[config.mk]
export PLATFORM = sky130hd
export DESIGN_NAME = dr_var2
export DESIGN_NICKNAME = d
export VERILOG_FILES = /design/src/rtl/dr_var_pkg.sv /design/src/rtl/dr_var_write_ctrl.sv /design/src/rtl/dr_var_read_port.sv /design/src/rtl/dr_var2.sv
export SDC_FILE = /design/constraint.sdc
export NUM_CORES = 1
export LEC_CHECK = 0
export BUFFER_PORTS_ARGS = -buffer_cell sky130_fd_sc_hd__buf_2
export CAP_MARGIN = 15
export CORE_AREA = 2 2 39 41
export CTS_BUF_LIST = sky130_fd_sc_hd__clkbuf_4 sky130_fd_sc_hd__clkbuf_8
export DETAILED_ROUTE_END_ITERATION = 10
export DIE_AREA = 0 0 41 43
export GPL_TIMING_DRIVEN = 0
export PLACE_DENSITY = 0.7
export SLEW_MARGIN = 40
export SYNTH_ARGS = -nofsm -noshare
export SYNTH_HDL_FRONTEND = slang
export SYNTH_SLANG_ARGS = --single-unit
[constraint.sdc]
create_clock -name clk -period 1.7 [get_ports clk]
set_input_delay 0.085 -clock clk [delete_from_list [all_inputs] [get_ports clk]]
set_output_delay 0.085 -clock clk [all_outputs]
set_load 0.02 [all_outputs]
[src/rtl/dr_var_pkg.sv]
package dr_var_pkg;
    typedef enum logic [1:0] {
        W_IDLE    = 2'd0,
        W_CAPTURE = 2'd1,
        W_HELD    = 2'd2,
        W_RELEASE = 2'd3
    } wstate_t;

    typedef enum logic {
        R_SPACER = 1'b0,
        R_DRIVE  = 1'b1
    } rstate_t;
endpackage

[src/rtl/dr_var_write_ctrl.sv]
module dr_var_write_ctrl
    import dr_var_pkg::*;
#(
    parameter int BITS = 2
) (
    input  logic            clk,
    input  logic            rst_n,
    input  logic [BITS-1:0] in_t,
    input  logic [BITS-1:0] in_f,
    input  logic            reads_idle,
    output logic [BITS-1:0] store,
    output logic [BITS-1:0] bit_rdy,
    output logic            ack,
    output logic            err
);
    wstate_t st, nxt;
    logic all_valid, all_space, any_bad;

    assign all_valid = &(in_t ^ in_f);
    assign all_space = ~|(in_t | in_f);
    assign any_bad   = |(in_t & in_f);

    always_ff @(posedge clk) begin
        if (!rst_n) st <= W_IDLE;
        else        st <= nxt;
    end

    always_comb begin
        nxt = st;
        unique case (st)
            W_IDLE:    if (all_valid && reads_idle) nxt = W_CAPTURE;
            W_CAPTURE: nxt = W_HELD;
            W_HELD:    if (all_space) nxt = W_RELEASE;
            W_RELEASE: nxt = W_IDLE;
            default:   nxt = W_IDLE;
        endcase
    end

    always_comb begin
        bit_rdy = '0;
        ack     = 1'b0;
        unique case (st)
            W_IDLE:    ;
            W_CAPTURE: bit_rdy = '1;
            W_HELD:    begin bit_rdy = '1; ack = 1'b1; end
            W_RELEASE: ack = 1'b1;
            default:   ;
        endcase
    end

    always_ff @(posedge clk) begin
        if (!rst_n) begin
            store <= '0;
            err   <= 1'b0;
        end else begin
            err <= any_bad;
            if (st == W_IDLE && nxt == W_CAPTURE) store <= in_t;
        end
    end

    AST_ACK_AFTER_RDY: assert property (@(posedge clk) disable iff (!rst_n)
        $rose(ack) |-> (&bit_rdy && $past(&bit_rdy)));
    AST_RDY_FALLS_FIRST: assert property (@(posedge clk) disable iff (!rst_n)
        $fell(ack) |-> (bit_rdy == '0 && $past(bit_rdy == '0)));
    AST_STORE_HOLD: assert property (@(posedge clk) disable iff (!rst_n)
        (st != W_IDLE) |=> $stable(store));
    AST_NO_WRITE_DURING_READ: assert property (@(posedge clk) disable iff (!rst_n)
        (st == W_IDLE && !reads_idle) |=> (bit_rdy == '0));
    AST_BAD_NOT_CAPTURED: assert property (@(posedge clk) disable iff (!rst_n)
        (st == W_IDLE && any_bad) |=> (bit_rdy == '0));
endmodule

[src/rtl/dr_var_read_port.sv]
module dr_var_read_port
    import dr_var_pkg::*;
#(
    parameter int BITS = 2
) (
    input  logic            clk,
    input  logic            rst_n,
    input  logic            req,
    input  logic [BITS-1:0] value,
    output logic [BITS-1:0] o_t,
    output logic [BITS-1:0] o_f,
    output logic            idle
);
    rstate_t st, nxt;

    always_ff @(posedge clk) begin
        if (!rst_n) st <= R_SPACER;
        else        st <= nxt;
    end

    always_comb begin
        nxt = st;
        unique case (st)
            R_SPACER: if (req)  nxt = R_DRIVE;
            R_DRIVE:  if (!req) nxt = R_SPACER;
            default:  nxt = R_SPACER;
        endcase
    end

    always_comb begin
        o_t  = '0;
        o_f  = '0;
        idle = 1'b0;
        unique case (st)
            R_SPACER: idle = 1'b1;
            R_DRIVE:  begin o_t = value; o_f = ~value; end
            default:  idle = 1'b1;
        endcase
    end

    AST_RD_SPACER: assert property (@(posedge clk) disable iff (!rst_n)
        !req |=> (o_t == '0 && o_f == '0));
    AST_RD_VALID: assert property (@(posedge clk) disable iff (!rst_n)
        req |=> (&(o_t ^ o_f)));
    AST_RD_NO_DOUBLE: assert property (@(posedge clk) disable iff (!rst_n)
        (o_t & o_f) == '0);
endmodule

[src/rtl/dr_var2.sv]
module dr_var2 #(
    parameter int BITS  = 2,
    parameter int PORTS = 2
) (
    input  logic                  clk,
    input  logic                  rst_n,
    input  logic [BITS-1:0]       wr_t,
    input  logic [BITS-1:0]       wr_f,
    output logic [BITS-1:0]       bit_rdy,
    output logic                  wr_ack,
    output logic                  wr_err,
    input  logic [PORTS-1:0]      rd_req,
    output logic [PORTS*BITS-1:0] rd_t,
    output logic [PORTS*BITS-1:0] rd_f
);
    localparam int RW = PORTS * BITS;

    logic [BITS-1:0]  store;
    logic [PORTS-1:0] port_idle;
    logic             reads_idle;

    assign reads_idle = (&port_idle) && (rd_req == '0);

    dr_var_write_ctrl #(.BITS(BITS)) u_wr (
        .clk(clk), .rst_n(rst_n), .in_t(wr_t), .in_f(wr_f),
        .reads_idle(reads_idle), .store(store), .bit_rdy(bit_rdy),
        .ack(wr_ack), .err(wr_err)
    );

    for (genvar p = 0; p < PORTS; p++) begin : g_rd
        dr_var_read_port #(.BITS(BITS)) u_rd (
            .clk(clk), .rst_n(rst_n), .req(rd_req[p]), .value(store),
            .o_t(rd_t[p*BITS +: BITS]), .o_f(rd_f[p*BITS +: BITS]),
            .idle(port_idle[p])
        );
    end

    AST_RAILS_EXCLUSIVE: assert property (@(posedge clk) disable iff (!rst_n)
        (rd_t & rd_f) == RW'(0));
endmodule

# Word-level counts from Yosys, hierarchy flattened
# Index checks and enable logic that the tools add are counted.
dict set report totals {
  memories 0
  latch_bits 0
  elab_cells 37
  romBits 0
  out_inout_bits 12
  register_bits 7
  ramBits 0
}
dict set report op_classes {
  mul 0
  n_bitwise 4
  n_div 0
  eq_ne 4
  add_sub_neg 0
  reduce_logical 11
  order_cmp 0
  n_mux 13
  n_shift 0
}
# op count
set op_table {}
lappend op_table {{2-to-1 mux 2 bit} 7}
lappend op_table {{case mux 2 bit (4 select lines)} 1}
lappend op_table {{OR reduction 2 bit} 4}
lappend op_table {{2-to-1 mux 1 bit} 5}
lappend op_table {{equality test 2 x 1 -> 1 bit, second input constant} 2}
lappend op_table {{equality test 2 bit, second input constant} 2}
lappend op_table {{logical NOT 2 bit} 2}
lappend op_table {{AND reduction 2 bit} 2}
lappend op_table {{logical AND 1 bit} 3}
lappend op_table {{AND 2 bit} 1}
lappend op_table {{inverter 2 bit} 1}
lappend op_table {{bitwise OR 2 bit} 1}
lappend op_table {{XOR 2 bit} 1}

# Longest topological paths before layout
dict set report depth {
  word_depth 8
  depth_mapped 5
  mapped_depth_nobuf 5
}

# By module
# Synthesis repeated with hierarchy kept, for this count alone.
dict set report hier_totals {
  hier_cells 51
  hier_area_um2 466.7
}
# module area_per_inst_um2 cells_each n_inst
set modules_own_cells {}
lappend modules_own_cells {dr_var_write_ctrl 339.1 36 1}
lappend modules_own_cells {dr_var_read_port 57.6 7 2}
lappend modules_own_cells {dr_var2 12.5 1 1}

# Worst setup path before layout
# OpenSTA, ideal clock, no wires.
dict set report synth_timing {
  path_type {register to register}
  startpoint {register u_wr.st[0]}
  endpoint {register u_wr.store[0]}
  t_arrival_ps 1249
  period_less_slack_ps 1320
  stages_incl_launch_ff 6
  slack_ps 380
  path_buffers 0
  cell_sequence {dfxtp_1 inv_1 ha_1 nand4bb_1 o21ai_2 mux2i_1}
}
dict set report synth_between {
  elab_chain_len 4
  elab_cells_between_ends 9
  classes_between {4 x eq/ne; 3 x mux; 2 x reduce/logical}
}
# item line_no
set synth_lines {}
lappend synth_lines {{from (decl)} dr_var_write_ctrl.sv:16} ;# wstate_t st, nxt;
lappend synth_lines {{from (signal assigned)} dr_var_write_ctrl.sv:25} ;# else st <= nxt;
lappend synth_lines {{equality test 2 bit (tied with other cells)} dr_var_write_ctrl.sv:30} ;# unique case (st)
lappend synth_lines {{case mux 2 bit (4 select lines) (*)} dr_var_write_ctrl.sv:30}
lappend synth_lines {{net u_wr.nxt[1]} dr_var_write_ctrl.sv:16}
lappend synth_lines {{equality test 2 x 1 -> 1 bit (*)} dr_var_write_ctrl.sv:57} ;# if (st == W_IDLE && nxt == W_CAPTURE) store <= in_t;
lappend synth_lines {{logical AND 1 bit (*)} dr_var_write_ctrl.sv:57}
lappend synth_lines {{to (signal assigned)} dr_var_write_ctrl.sv:57}
lappend synth_lines {{to (decl)} dr_var_write_ctrl.sv:11} ;# output logic [BITS-1:0] store,
# The timed path passes the listed nets; every way through them passes the cells marked *.
# A chain may end at the register's enable or synchronous reset.

# Worst setup path after layout
# Same ends and word-level chain as after synthesis.

==> reports/metrics.yaml <==
sta:
  max_slew.worst_pin.slew_ns: 0.3261
  report.final.slew_viol_count: 0
  setup_viol: 0
  max_clock_freq_mhz: 691.3
  period_share: 0.8509
  finalCriticalPeriod_ns: 1.447
  hold_viol_final: 0
  rsz0062_at_grt: "false"
  fin_tns_setup_ns: 0
  hold_ws_ns: 0.04703
  slew_headroom: 0.7826
  worst_clock_skew_ns: 0.003271
detailed_routing:
  detail-route-antenna-nets: 0
  wl_um: 848
  vias: 399
  drc: 0
  post_drt_wl_per_cell_um: 9.636
  drt_iter0_markers: 0
  dr.pass1.iters: 1
  viasPerCell: 4.534
layout:
  diodes: 0
  mostFrequentLayoutCells: "18 x buf_2, 7 x and2_1, 7 x ha_1, 7 x dfxtp_1, 6 x inv_1"
  fin_nets: 88
  design_area_sq_um: 598.1
  final_common_cell: "buf_2"
  utilization: 0.4322
  synthToLayoutAreaGrowth_pct: 30.60
  drive_above_1_share: 0.3750
placement:
  place.gp.congestion: 0.7306
  dp_hpwl_um: 692
  portBuffers: 18
  place_area_sq_um: 568.0
logic_synthesis:
  yosysUniqueCellTypes: 17
  synth_seq_area_share: 0.3060
  synth-edff-count: 0
  syn-cell-area_sq_um: 457.9
  syn_avg_cell_area_sq_um: 9.159
  yosysTopAreaCell: "dfxtp_1"
  yosys-top-cells-area: "dfxtp_1 31%, ha_1 19%, and2_1 9.6%, nor2b_1 5.5%, inv_1 4.9%"
  async_flop_share: 0
  yosysTopAreaCellShare: 0.3060
  synth_nets: 65
  yosys_warnings: 0
  synth-seq-cells: 7
  syn_inst: 50
  synthFlopType: "dfxtp_1"
critical_path:
  criticalPathCategory: "register to register"
  critical_path.cell_chain: "inv_1 > ha_1 > nand4bb_1 > o21ai_2 > mux2i_1"
  path_buf_inv: 1
  arrival_ns: 1.63
  end_kind: "register"
  cp_slowest_cell: "dfxtp_1"
  cp.required_ns: 1.89
  r2r_slack_ns: 0.25
  worstPathMaxFanout: 5
  worst_setup_path_start_kind: "register"
  cp_slowest_stage_delay_ns: 0.35
  crit_family: "flip-flops"
outcome:
  outcome: "finished, final reports clean"
floorplan:
  start_util: 0.3309
  die_height_um: 43
  chipWidth_um: 41
  num_io_pins: 20
  dieArea_sq_um: 1763
  row_count: 14
  core-area_sq_um: 1384
clock_tree:
  clock-root-buffer: "clkbuf_4"
  cts_buffers: 3
  insertion_delay_ns: 0.26
  ctsHoldBuffers: 0
  cts_tree: "done"
  htreeDepth: 1
  clkSinkCount: 7
  cts_setup_buffers: 0
  clk_pin_slew_ns: 0.05
  clk_path_buf_depth: 2
  cts_resized: 0
pwr:
  ir_worst_vdd_v: 0.0002478
  p_total_uw: 443.0
  power_density_nw_per_um2: 740.7
  p_leak_nw: 0.3314
global_route:
  track_usage: 0.1236
  grt_pass1_vias: 349
  gr-total-overflow: 0
  grt_pass1_wl_mm: 1.373
  grt_max_degree: 10
  antenna_found_initial: 0
flow_run:
  cap_violations: 0
worst_hold_path:
  hold_path.class: "primary input to register"
## cells in the mapped netlist, types with 2 or more instances
cell,n
ha_1,7
mux2i_1,2
inv_1,6
buf_4,2
dfxtp_1,7
nand2_1,5
and2_1,7
nand3b_1,2
nor2b_1,4
## power by group
part | switching (mW) | internal [mW]
Combinational | 0.0491 | 0.0426
Sequential | 0.00618 | 0.172
Clock | 0.0669 | 0.106
Total | 0.122 | 0.321
## routing by layer
layer,vias to the layer above,part of all wire,GRT usage
met5,-,0,0
met4,0,0.063,0.1600
met3,5,0.079,0.01571
met2,20,0.45,0.1813
met1,171,0.41,0.1226
li1,203,-,-
## layout make-up
cell class / instances / area, sq um
well taps: 16 / 20.02
plain buffers: 3 / 18.77
multi-input cells: 34 / 276.5
repair buffers: 18 / 90.09
flip-flops and latches: 7 / 140.1
fillers: 147 / 785.8
clock buffers: 4 / 30.03
inverters: 6 / 22.52
## through the flow
stage               worst slack (ns)  std cells
floorplan                     0.3797         50
global placement              0.2626         84
CTS                           0.2459         88
detailed placement            0.2316         84
finish                        0.2535         88
global route                  0.1591         88
## kinds of logic after synthesis
family | Yosys count | share of synthesized area
AOI/OAI and AO/OA | 4 | 0.07652
adders and majority gates | 7 | 0.1912
buffers and inverters | 9 | 0.09014
DFF | 7 | 0.3060
muxes | 2 | 0.04372
and+or+nand+nor | 21 | 0.2923
## registers in the layout, indices dropped and copies added (netlist names)
name          count
g_rd.u_rd.st      2
u_wr.err          1
u_wr.st           2
u_wr.store        2
## worst reg2reg max path, delay by kind of cell, from the launching register on
family	cells	cell delay, ns
buffers and inverters	1	0.08
adders and majority gates	1	0.35
muxes	1	0.20
and+or+nand+nor	1	0.21
DFF	1	0.35
AOI/OAI and AO/OA	1	0.18
## path summary, 6_finish.rpt
check	endpoint	from	depth (start not counted)
setup / recovery	u_wr.store[0]$_SDFFE_PN0P_	u_wr.st[0]$_SDFF_PN0_	5
hold / removal	g_rd[1].u_rd.st$_SDFF_PN0_	rd_req[1]	2
hold reg to reg	u_wr.store[1]$_SDFFE_PN0P_	u_wr.store[1]$_SDFFE_PN0P_	2
setup reg to reg	u_wr.store[0]$_SDFFE_PN0P_	u_wr.st[0]$_SDFF_PN0_	5
(Power assumes the default switching activity.)
